### config.mk
export PLATFORM = sky130hd
export DESIGN_NAME = ftab_seq
export DESIGN_NICKNAME = d
export VERILOG_FILES = /design/src/rtl/ftab_pkg.sv /design/src/rtl/ftab_store.sv /design/src/rtl/ftab_vdsync.sv /design/src/rtl/ftab_ctrl.sv /design/src/rtl/ftab_gate.sv /design/src/rtl/ftab_seq.sv
export SDC_FILE = /design/constraint.sdc
export NUM_CORES = 1
export LEC_CHECK = 0
export BUFFER_PORTS_ARGS = -buffer_cell sky130_fd_sc_hd__clkbuf_2
export CORE_ASPECT_RATIO = 0.6
export CORE_MARGIN = 3
export CORE_UTILIZATION = 54
export DETAILED_ROUTE_END_ITERATION = 7
export GPL_ROUTABILITY_DRIVEN = 0
export MAX_ROUTING_LAYER = met4
export PLACE_DENSITY = 0.7
export SLEW_MARGIN = 20
export SYNTH_ARGS = -nofsm -noshare
export SYNTH_HDL_FRONTEND = slang
export SYNTH_SLANG_ARGS = --single-unit
### constraint.sdc
create_clock -name clk -period 4.9 [get_ports clk]
set_input_delay 1.47 -clock clk [delete_from_list [all_inputs] [get_ports clk]]
set_output_delay 1.47 -clock clk [all_outputs]
set_load 0.02 [all_outputs]
### src/rtl/ftab_pkg.sv
package ftab_pkg;

    localparam int FT_ADDR_W = 4;
    localparam int FT_DEPTH  = 1 << FT_ADDR_W;
    localparam int FT_CNT_W  = 8;
    localparam int FT_SEL_W  = 4;

    typedef enum logic [1:0] {
        VM_NEXT  = 2'd0,
        VM_WAIT  = 2'd1,
        VM_EARLY = 2'd2,
        VM_STOP  = 2'd3
    } vd_mode_e;

    typedef struct packed {
        logic [FT_CNT_W-1:0]  reps;
        vd_mode_e             mode;
        logic [FT_ADDR_W-1:0] dest;
        logic [FT_SEL_W-1:0]  sel;
        logic                 ob_en;
        logic                 dm_en;
        logic                 pb_en;
        logic                 pb_idle;
        logic                 afe_en;
        logic                 amp_on;
    } ft_entry_t;

    localparam int FT_ENTRY_W = $bits(ft_entry_t);

    typedef enum logic [1:0] {
        S_IDLE  = 2'd0,
        S_START = 2'd1,
        S_WAIT  = 2'd2,
        S_NEXT  = 2'd3
    } seq_state_e;

    typedef enum logic [1:0] {
        D_REPEAT,
        D_BRANCH,
        D_ADVANCE,
        D_HALT
    } seq_dec_e;

    typedef struct packed {
        logic clpob;
        logic clpdm;
        logic pblk;
        logic afe_clk;
        logic amp;
    } ctl_out_t;

    function automatic logic vd_sensitive(input vd_mode_e m);
        return (m == VM_WAIT) || (m == VM_EARLY);
    endfunction

    function automatic logic [FT_ADDR_W-1:0] step_addr(input logic [FT_ADDR_W-1:0] a);
        return a + FT_ADDR_W'(1);
    endfunction

endpackage

### src/rtl/ftab_store.sv
module ftab_store
    import ftab_pkg::*;
(
    input  logic                 clk,
    input  logic                 rst,
    input  logic                 wr_en,
    input  logic [FT_ADDR_W-1:0] wr_addr,
    input  ft_entry_t            wr_data,
    input  logic [FT_ADDR_W-1:0] rd_addr,
    output ft_entry_t            rd_data
);

    ft_entry_t mem_q [FT_DEPTH];

    generate
        for (genvar i = 0; i < FT_DEPTH; i++) begin : g_row
            always_ff @(posedge clk) begin
                if (rst) begin
                    mem_q[i] <= '0;
                end else if (wr_en && (wr_addr == FT_ADDR_W'(i))) begin
                    mem_q[i] <= wr_data;
                end
            end
        end
    endgenerate

    assign rd_data = mem_q[rd_addr];

endmodule

### src/rtl/ftab_vdsync.sv
module ftab_vdsync #(
    parameter int STAGES = 2
) (
    input  logic clk,
    input  logic rst,
    input  logic vd_i,
    output logic vd_s
);

    logic [STAGES-1:0] sh_q;

    always_ff @(posedge clk) begin
        if (rst) begin
            sh_q <= '0;
        end else begin
            sh_q <= {sh_q[STAGES-2:0], vd_i};
        end
    end

    assign vd_s = sh_q[STAGES-1];

endmodule

### src/rtl/ftab_ctrl.sv
module ftab_ctrl
    import ftab_pkg::*;
(
    input  logic                 clk,
    input  logic                 rst,
    input  logic                 start_i,
    input  logic [FT_ADDR_W-1:0] start_addr_i,
    input  logic                 lt_done_i,
    input  logic                 vd_s,
    output logic [FT_ADDR_W-1:0] fetch_addr_o,
    input  ft_entry_t            fetch_ent_i,
    output seq_state_e           state_o,
    output ft_entry_t            act_o,
    output logic                 vd_flag_o,
    output logic                 lt_start_o
);

    seq_state_e           st_q;
    ft_entry_t            act_q;
    logic [FT_ADDR_W-1:0] addr_q;
    logic [FT_CNT_W-1:0]  rem_q;
    logic                 flag_q;

    seq_dec_e dec;
    logic     sens;
    logic     last;

    always_comb begin
        sens = vd_sensitive(act_q.mode);
        last = (rem_q == '0);
        dec  = D_REPEAT;
        unique case (act_q.mode)
            VM_WAIT:  dec = flag_q ? D_BRANCH : D_REPEAT;
            VM_EARLY: dec = flag_q ? D_BRANCH : (last ? D_ADVANCE : D_REPEAT);
            VM_NEXT:  dec = last ? D_ADVANCE : D_REPEAT;
            VM_STOP:  dec = last ? D_HALT : D_REPEAT;
            default:  dec = D_REPEAT;
        endcase
        if (st_q == S_IDLE) begin
            fetch_addr_o = start_addr_i;
        end else if (dec == D_BRANCH) begin
            fetch_addr_o = act_q.dest;
        end else begin
            fetch_addr_o = step_addr(addr_q);
        end
    end

    always_ff @(posedge clk) begin
        if (rst) begin
            st_q   <= S_IDLE;
            act_q  <= '0;
            addr_q <= '0;
            rem_q  <= '0;
            flag_q <= 1'b0;
        end else begin
            unique case (st_q)
                S_IDLE: begin
                    if (start_i) begin
                        addr_q <= fetch_addr_o;
                        act_q  <= fetch_ent_i;
                        rem_q  <= fetch_ent_i.reps;
                        st_q   <= S_START;
                    end
                end
                S_START: begin
                    st_q <= S_WAIT;
                end
                S_WAIT: begin
                    if (vd_s && sens) begin
                        flag_q <= 1'b1;
                    end
                    if (lt_done_i) begin
                        st_q <= S_NEXT;
                    end
                end
                S_NEXT: begin
                    flag_q <= 1'b0;
                    unique case (dec)
                        D_REPEAT: begin
                            if (!last) begin
                                rem_q <= rem_q - FT_CNT_W'(1);
                            end
                            st_q <= S_START;
                        end
                        D_BRANCH, D_ADVANCE: begin
                            addr_q <= fetch_addr_o;
                            act_q  <= fetch_ent_i;
                            rem_q  <= fetch_ent_i.reps;
                            st_q   <= S_START;
                        end
                        default: begin
                            act_q <= '0;
                            st_q  <= S_IDLE;
                        end
                    endcase
                end
                default: st_q <= S_IDLE;
            endcase
        end
    end

    assign state_o    = st_q;
    assign act_o      = act_q;
    assign vd_flag_o  = flag_q;
    assign lt_start_o = (st_q == S_START);

endmodule

### src/rtl/ftab_gate.sv
module ftab_gate
    import ftab_pkg::*;
(
    input  ft_entry_t act,
    input  logic      clpob_i,
    input  logic      clpdm_i,
    input  logic      pblk_i,
    output ctl_out_t  ctl
);

    always_comb begin
        ctl.clpob   = act.ob_en & clpob_i;
        ctl.clpdm   = act.dm_en & clpdm_i;
        ctl.pblk    = act.pb_en ? pblk_i : act.pb_idle;
        ctl.afe_clk = act.afe_en;
        ctl.amp     = act.amp_on;
    end

endmodule

### src/rtl/ftab_seq.sv
module ftab_seq
    import ftab_pkg::*;
(
    input  logic                  clk,
    input  logic                  rst,
    input  logic                  tbl_wr_i,
    input  logic [FT_ADDR_W-1:0]  tbl_waddr_i,
    input  logic [FT_ENTRY_W-1:0] tbl_wdata_i,
    input  logic                  start_i,
    input  logic [FT_ADDR_W-1:0]  start_addr_i,
    input  logic                  vd_i,
    input  logic                  lt_done_i,
    output logic                  lt_start_o,
    output logic [FT_SEL_W-1:0]   lt_sel_o,
    input  logic                  clpob_i,
    input  logic                  clpdm_i,
    input  logic                  pblk_i,
    output logic                  clpob_o,
    output logic                  clpdm_o,
    output logic                  pblk_o,
    output logic                  afe_clk_en_o,
    output logic                  amp_en_o
);

    logic [FT_ADDR_W-1:0] fetch_addr;
    ft_entry_t            fetch_ent;
    ft_entry_t            act_w;
    seq_state_e           st_w;
    logic                 flag_w;
    logic                 vd_s;
    ctl_out_t             ctl_w;

    ftab_store u_store (
        .clk     (clk),
        .rst     (rst),
        .wr_en   (tbl_wr_i),
        .wr_addr (tbl_waddr_i),
        .wr_data (ft_entry_t'(tbl_wdata_i)),
        .rd_addr (fetch_addr),
        .rd_data (fetch_ent)
    );

    ftab_vdsync #(.STAGES(2)) u_sync (
        .clk  (clk),
        .rst  (rst),
        .vd_i (vd_i),
        .vd_s (vd_s)
    );

    ftab_ctrl u_ctrl (
        .clk          (clk),
        .rst          (rst),
        .start_i      (start_i),
        .start_addr_i (start_addr_i),
        .lt_done_i    (lt_done_i),
        .vd_s         (vd_s),
        .fetch_addr_o (fetch_addr),
        .fetch_ent_i  (fetch_ent),
        .state_o      (st_w),
        .act_o        (act_w),
        .vd_flag_o    (flag_w),
        .lt_start_o   (lt_start_o)
    );

    ftab_gate u_gate (
        .act     (act_w),
        .clpob_i (clpob_i),
        .clpdm_i (clpdm_i),
        .pblk_i  (pblk_i),
        .ctl     (ctl_w)
    );

    assign lt_sel_o     = act_w.sel;
    assign clpob_o      = ctl_w.clpob;
    assign clpdm_o      = ctl_w.clpdm;
    assign pblk_o       = ctl_w.pblk;
    assign afe_clk_en_o = ctl_w.afe_clk;
    assign amp_en_o     = ctl_w.amp;

endmodule

; ---- After elaboration in Yosys (flattened, before gate mapping)
; Memory sizes are Yosys's and may differ from the RTL's.
; Cells that the tools add are included.
[totals]
word_cells = 187
ff_bits = 33
mem_bits_rw = 384
in_bits = 41
output_inout_bits = 10
mem_count = 1
[mem_list]
columns = name, words, width, rd, rd_ports_with_merged_regs, wr, line
row1 = u_store.mem_q, 16, 24, 1, 0, 16, ftab_store.sv:13  ; ft_entry_t mem_q [FT_DEPTH];
[classes]
n_addsub = 2
bitwise = 18
n_eq_ne = 30
reduce_logical = 32
n_mux = 90
[ops]
columns = operator, count
row1 = $mux W24, 16
row2 = $pmux W16 S2, 2
row3 = $mux W1, 54
row4 = $eq A4 B4 Y1 const B, 8
row5 = $pmux W8 S2, 2
row6 = $logic_and A1 B1 Y1, 17
row7 = $eq A4 B3 Y1 const B, 4
row8 = $mux W16, 1
row9 = $mux W4, 4
row10 = $mux W8, 2
row11 = $or A1 B1 Y1, 16
row12 = $pmux W2 S4, 2
row13 = $eq A2 B2 Y1 const B, 5
row14 = $mux W2, 5
row15 = $eq A4 B2 Y1 const B, 2
row16 = $logic_not A8 Y1, 1
row17 = $pmux W4 S2, 1
row18 = $sub A8 B1 Y8 const B, 1
row19 = $eq A2 B1 Y1 const B, 3
row20 = $logic_not A2 Y1, 3
row21 = $ne A2 B2 Y1 const B, 3
row22 = $reduce_and A3 Y1, 2
row23 = $add A4 B1 Y4 const B, 1
row24 = $eq A4 B1 Y1 const B, 1
row25 = other kinds (12), 16

; ---- Depth between registers and ports, before layout
; Gate-level depths: netlist (run 1).
; An unclocked memory read counts as a cell.
[depth]
depth_word = 10
ltp_mapped = 18
depth_no_buf = 15

; ---- Hierarchy
; From an unflattened synthesis (run 1), not the netlist that was laid out.
[hier_totals]
cells_unflattened = 1321
area_unflattened_um2 = 19478.7
[by_module_without_submodules]
columns = mod, seq_area_each_um2, instances, area_each_um2, cells_each
row1 = ftab_store, 11531.1, 1, 17286.6, 1079
row2 = ftab_ctrl, 780.7, 1, 2097.0, 233
row3 = ftab_vdsync, 40.0, 1, 52.6, 4
row4 = ftab_gate, 0.0, 1, 42.5, 5

; ---- Worst setup path before layout (run 1)
; No wires, ideal clock.
[synth_timing]
kind = input to register
start = input tbl_waddr_i[3]
end = memory u_store.mem_q[0][0] in the netlist's numbering, enable pin
arrival_time_ns = 3.950
cell_stages = 3
n_path_buf = 1
setup_time_ns = 0.442
path_slack_ns = 0.508
cell_sequence = or3b_2 clkbuf_1 o31ai_1
[synth_rtl]
columns = element, line
row1 = "start, declared", ftab_seq.sv:7  ; input logic [FT_ADDR_W-1:0] tbl_waddr_i,
row2 = "end, declared", ftab_store.sv:13

; ---- Final worst setup path (run 1)
[layout_timing]
start = register u_ctrl.rem_q[3]
end = register u_ctrl.act_q (netlist bit u_ctrl.act_o[9])
[layout_via]
elab_chain_len = 10
word_cells_on_any_way = 17
classes_between = eq/ne: 3 / mux: 9 / reduce/logical: 4 / memory: 1
[layout_lines]
columns = element, line
row1 = "start, declared", ftab_ctrl.sv:21  ; logic [FT_CNT_W-1:0] rem_q;
row2 = "start signal, assigned", ftab_ctrl.sv:61  ; rem_q <= fetch_ent_i.reps;
row3 = "start signal, assigned", ftab_ctrl.sv:81  ; rem_q <= rem_q - FT_CNT_W'(1);
row4 = "start signal, assigned", ftab_ctrl.sv:88  ; rem_q <= fetch_ent_i.reps;
row5 = $logic_not A8 Y1 (*), ftab_ctrl.sv:30  ; last = (rem_q == '0);
row6 = $mux W2, "ftab_ctrl.sv:34, ftab_ctrl.sv:35"
row7 = $mux W2, ftab_ctrl.sv:34  ; VM_EARLY: dec = flag_q ? D_BRANCH : (last ? D_ADVANCE : D_REPEAT);
row8 = $pmux W2 S4 (*), ftab_ctrl.sv:32  ; unique case (act_q.mode)
row9 = $eq A2 B1 Y1, "ftab_ctrl.sv:41, ftab_ctrl.sv:78"
row10 = $mux W4, ftab_ctrl.sv:41  ; end else if (dec == D_BRANCH) begin
row11 = $mux W4, ftab_ctrl.sv:39  ; if (st_q == S_IDLE) begin
row12 = $mem_v2 Z16 W24, n/a
row13 = $pmux W16 S2 / $mux W16 (equally long branches), "ftab_ctrl.sv:78, ftab_ctrl.sv:58"
row14 = $pmux W16 S2, ftab_ctrl.sv:56  ; unique case (st_q)
row15 = "end signal, assigned", ftab_ctrl.sv:60  ; act_q <= fetch_ent_i;
row16 = "end signal, assigned", ftab_ctrl.sv:87  ; act_q <= fetch_ent_i;
row17 = "end, declared", ftab_ctrl.sv:19  ; ft_entry_t act_q;
; Mark *: on every way between the ends. The rest lies on a longest branch, timed or not. The select of a mux whose other input is x is not followed.
; A chain may end at the register's enable or synchronous reset.

==> reports/metrics.csv, run 1 <==
metric;value;unit
relSlewSlack;25.76;%
synth_area;0.01964;sq mm
yosysTopAreaCell;edfxtp_1;
drcViolationCount;0;
drive_gt1_share;12.67;%
drv_cap;0;
fin_crit_sh;95.76;%
synth-main-ff-cell;edfxtp_1;
synth_fp_nets;1798;
postRouteAntennaNets;0;
critical_path.endpoint;u_ctrl.act_o[9];
grt_pass1_wl;84700;um
worstSetupStartpoint;u_ctrl.rem_q[3];
hold_path_class;flop to flop;
numCtsBuffers;40;
root_buffer;clkbuf_16;
routed-wl-met2;23910;um
port_buffers;50;
met1_length;24520;um
dp_cells;2195;
dr_total_vias;13763;
synth_area_per_cell;11.27;sq um
ir_drop;0.0003140;V
io_pins;51;
final_area;0.02196;sq mm
synth-edff-count;384;
rsz0062_at_grt;no;
p_leak;0.008233;uW
cp-start-kind;flop;
route.met3.wl;7630;um
dpl_cell_area;0.02078;sq mm
layoutNonFillerInstCount;2268;
start_util;55.45;%
path_buf_inv;2;
required;5280;ps
worstPathArrival;5080;ps
ys_seq_elements;417;
cts.sinks;417;
tritoncts;built;
synth_area_leaders;edfxtp_1, and2_1, nand2_1;
min_period;4692;ps
antenna_found_initial;4;
drt_first_iter_violations;1766;
clock.fmax;213.1;MHz
r2r_end;u_ctrl.act_o[9];
setup_violations;0;
critPathMaxStageDelay;700;ps
highest_layer;met4;
ys_types;54;
pre_cts_ws;422.2;ps
placementRows;53;
grt_usage;30.46;%
clock_path_buffers;3;
cp.depth;14;
r2r_cells;14;
syn_inst;1743;
viasPerCell;6.068;
critPathSlowestCell;o21ai_0;
worstMarginPinSlew;1113;ps
async_flop_share;0;%
coreArea;0.03541;sq mm
cp_max_fo;33;
synth_top_area_share;58.73;%
fin_setup_tns;0;ps
die_h;153.7;um
worst_slack;207.9;ps
synth_common_cells;and2_1, edfxtp_1, nand2_1;
drt_wl_total;57060;um
die_area;0.03876;sq mm
powerDensity;527.1;mW/mm^2
dp_hpwl;36320;um
area_growth;11.86;%
ys_seq_area_share;62.09;%
cts_hold_buf;0;
final_nets;1825;
crit_family;simple AND/OR/NAND/NOR gates;
wire_per_inst;25.16;um
synth.most_common_cell;and2_1;
crit_type;flop to flop;
htreeDepth;2;
final-hold-violation-count;0;
timing.rr.start;u_ctrl.rem_q[3];
first_pass_iters;5;
grt_pass1_vias;13083;
end_kind;flop;
grt_max_degree;66;
globalRouteOverflowTotal;0;
clk_latency;550;ps
status;completed;
ys_warn_count;0;
clkSlewWorstSetupHoldPaths;60;ps
path_cells;or4_1 -> or4b_4 -> nor2_1 -> nand2_1 -> and2_1 -> inv_1 -> ha_1 -> mux2i_1 -> o21a_2 -> buf_12 -> and3_1 -> a311oi_1 -> o21ai_0 -> nand3_1;
reg2reg_setup_slack;210;ps
skew;17.04;ps
dieWidth;252.2;um
finalMaxSlewViolations;0;
==> report_power, final <==
| group | total [uW] | internal, uW | switching [uW] | leakage [uW] |
|---|---|---|---|---|
| Clock | 2910 | 1590 | 1320 | 0.000575 |
| Combinational | 4370 | 1500 | 2870 | 0.00371 |
| Sequential | 4300 | 4160 | 142 | 0.00395 |
==> state kept, by name (all words and copies together), names as in the netlist <==
signal	cells
u_ctrl.vd_flag_o	1
u_ctrl.rem_q	8
u_ctrl.act_o	16
u_store.mem_q	384
u_ctrl.state_o	2
u_ctrl.addr_q	4
u_sync.sh_q	2
==> layout by cell type (no fill, tap or decap), drive strengths merged, types with 14 or more instances in the layout <==
cell type	synthesis	final
o21ai	63	63
clkbuf	102	109
nand3	45	45
mux2i	19	19
nand2	357	357
dfxtp	33	33
a21oi	18	18
ha	14	14
and3	66	66
a311oi	65	65
and2	388	388
edfxtp	384	384
buf	40	77
nor2	43	43
==> final cells by class <==
class	instances	area, sq um
Timing Repair Buffer	127	965.9
Tap cell	467	584.3
Inverter	12	45.04
Fill cell	2777	13450
Antenna cell	2	5.005
Clock buffer	59	1124
Clock inverter	12	51.30
Multi-Input combinational cell	1172	6997
Sequential cell	417	12190
==> worst min-delay path by stage <==
stage	startpoint	end	slack, ps	cells after the start
after global routing	u_sync.sh_q[0]	u_sync.sh_q[1]	460	1
after CTS	u_sync.sh_q[0]	u_sync.sh_q[1]	440	1
after global placement	u_sync.sh_q[0]	u_sync.sh_q[1]	430	1
after detailed placement	u_sync.sh_q[0]	u_sync.sh_q[1]	430	1
after floorplan	u_sync.sh_q[0]	u_sync.sh_q[1]	410	1
final	u_sync.sh_q[0]	u_sync.sh_q[1]	440	1
==> timing repair <==
action / CTS / global route
setup endpoints to repair: 0 / 1
gates resized for setup: 0 / 1
buffers inserted: 0 / 0
==> stage by stage <==
stage | hold slack [ps] | utilization (%) | total power [uW]
4_1_cts | 440.7 | 61.99 | 11490
2_1_floorplan | 413.8 | - | 7118
3_3_place_gp | 427.1 | 58.59 | 8560
5_1_grt | 457.0 | 62.02 | 12070
3_5_place_dp | 426.5 | 58.67 | 8629
6_report | 438.5 | 62.02 | 11580
==> metal layers <==
metal,global-route usage (%),vias up
li1,-,6154
met1,45.49,6691
met2,41.76,831
met3,8.352,87
met4,6.445,0
met5,-,-
==> worst reg2reg max path, cell delays in order (launching register included) <==
cell	delay [ps]
dfxtp_1	340
or4_1	560
or4b_4	560
nor2_1	140
nand2_1	60
and2_1	150
inv_1	90
ha_1	320
mux2i_1	390
o21a_2	460
buf_12	260
and3_1	270
a311oi_1	60
o21ai_0	700
nand3_1	180
==> logic make-up after synthesis <==
logic type	count (synthesis)	synth area share [%]
buf+inv	154	3.301
xor+xnor	2	0.08923
flops	417	62.09
compound gates	177	6.404
fa+ha+maj	14	0.8921
mux	32	2.402
simple gates	947	24.82
No activity file was read; power rests on OpenSTA's default activity.
==> run 2: changes to the inputs <==
CORE_UTILIZATION = 35   (was 54)
PLACE_DENSITY = default   (was 0.7)
==> run 2 against run 1 <==
Against the previous run: critical path depth unchanged; clock power grew 5%; register-to-register slack improved by 130 ps; flip-flop and latch count stayed put; largest cell class unchanged.
==> reports/metrics.csv, run 2 (same netlist as run 1, synthesis figures left out) <==
metric;value;unit;change
rsz0062_at_grt;no;;
fin_setup_tns;0;ps;unchanged
ir_drop;0.0002581;V;-18%
cp_max_fo;37;;+12%
pre_cts_ws;466.7;ps;+44.45 ps
port_buffers;50;;unchanged
relSlewSlack;43.27;%;+18 points
wire_per_inst;24.64;um;-2.0%
drive_gt1_share;13.38;%;+0.71 points
viasPerCell;5.465;;-9.9%
layoutNonFillerInstCount;2557;;+13%
root_buffer;clkbuf_16;;
numCtsBuffers;40;;unchanged
p_leak;0.008274;uW;+0.50%
fin_crit_sh;93.03;%;-2.7 points
cts.sinks;417;;unchanged
io_pins;51;;unchanged
htreeDepth;2;;unchanged
tritoncts;built;;
end_kind;flop;;
dieWidth;311.8;um;+24%
finalMaxSlewViolations;0;;unchanged
final_common_cell;and2_1;;
routed-wl-met2;25330;um;+5.9%
placementRows;66;;+25%
final_util;40.97;%;-21 points
grt_usage;21.82;%;-8.6 points
crit_type;flop to flop;;
layout_common_cells;and2_1, edfxtp_1, nand2_1;;
globalRouteOverflowTotal;0;;unchanged
grt_max_degree;77;;+17%
area_growth;14.42;%;
fillers;5228;;+88%
route.met3.wl;7869;um;+3.1%
hold_path_class;flop to flop;;
grt_pass1_wl;91980;um;+8.6%
worst_slack;341.7;ps;+133.8 ps
worstPathArrival;4940;ps;-140 ps
coreArea;0.05483;sq mm;+55%
die_area;0.05907;sq mm;+52%
skew;11.75;ps;-5.291 ps
dp_cells;2477;;+13%
drv_cap;0;;unchanged
powerDensity;525.8;mW/mm^2;-0.25%
largest_reg_flops;384;;unchanged
highest_layer;met4;;
grt_pass1_vias;13354;;+2.1%
cts_hold_buf;0;;unchanged
setup_violations;0;;unchanged
antenna_found_initial;9;;+5
worstMarginPinSlew;847.7;ps;-265.7 ps
status;completed;;
dr_total_vias;13974;;+1.5%
drt_first_iter_violations;1860;;+5.3%
first_pass_iters;5;;unchanged
met1_length;28780;um;+17%
drcViolationCount;0;;unchanged
clock_path_buffers;3;;unchanged
final_nets;1826;;+0.055%
min_period;4558;ps;-133.8 ps
clkSlewWorstSetupHoldPaths;60;ps;about the same
final-hold-violation-count;0;;unchanged
whs;459.4;ps;+20.86 ps
required;5290;ps;about the same
dp_hpwl;40210;um;+11%
clk_latency;540;ps;about the same
start_util;35.81;%;-20 points
drt_wl_total;63020;um;+10%
cts_setup_buffers;0;;unchanged
ctsResizeCount;0;;unchanged
die_h;189.5;um;+23%
clock.fmax;219.4;MHz;+2.9%
postRouteAntennaNets;0;;unchanged
cp-start-kind;flop;;
regMostFlops;u_store.mem_q;;
==> run 2: cell types whose count changed in the layout (fill, tap and decap cells not counted), moves of 2 or more <==
cell / delta
nor2_1: -7
diode_2: +6
o21ai_4: +5
o21ai_2: -5
nor2_2: +7
bufinv_16: +2
clkbuf_1: -5
clkinvlp_4: +2
==> run 2: per-layer routing <==
metal,global-route usage [%],vias up
met5,-,-
met4,3.924,0
met3,5.962,100
met2,29.03,784
met1,33.04,6918
li1,-,6172
==> run 2: worst paths after layout <==
| check | end | start | slack (ps) | depth (start not counted) |
|---|---|---|---|---|
| max | u_ctrl.act_o[10] | u_ctrl.rem_q[3] | 340 | 14 |
| min | u_sync.sh_q[1] | u_sync.sh_q[0] | 460 | 1 |
| max reg2reg | u_ctrl.act_o[10] | u_ctrl.rem_q[3] | 340 | 14 |
| min reg2reg | u_sync.sh_q[1] | u_sync.sh_q[0] | 460 | 1 |
==> run 2: report_power, final <==
group / leakage, uW / internal, uW / switching (uW) / total [uW]
registers: 0.00395 / 4160 / 145 / 4300
clock network: 0.000607 / 1700 / 1360 / 3060
logic: 0.00372 / 1490 / 2960 / 4450
==> run 2: critical path: stages (launching register included) <==
cell and delay, ps:
dfxtp_1 350, or4_1 560, or4b_4 560, nor2_1 140, nand2_1 60, and2_1 150, inv_1 80, ha_1 290
mux2i_1 360, o21a_2 640, buf_12 300, and3_1 190, a311oi_1 50, o21ai_0 510, nand3_1 130
==> run 2: layout make-up <==
| type | count | area (sq um) | share of cell area [%] |
|---|---|---|---|
| Sequential cell | 417 | 12190 | 54.27 |
| Antenna cell | 8 | 20.02 | 0.08911 |
| Clock inverter | 17 | 130.1 | 0.5792 |
| Inverter | 12 | 45.04 | 0.2005 |
| Clock buffer | 55 | 1119 | 4.979 |
| Multi-Input combinational cell | 1172 | 7044 | 31.35 |
| Tap cell | 748 | 935.9 | 4.166 |
| Timing Repair Buffer | 128 | 980.9 | 4.366 |
==> run 2: stage by stage <==
step,instance area [sq um],power (uW)
global route,22460,12350
global placement,21170,8675
CTS,22450,11760
detailed placement,21200,8719
finish,22470,11810
floorplan,19640,7118
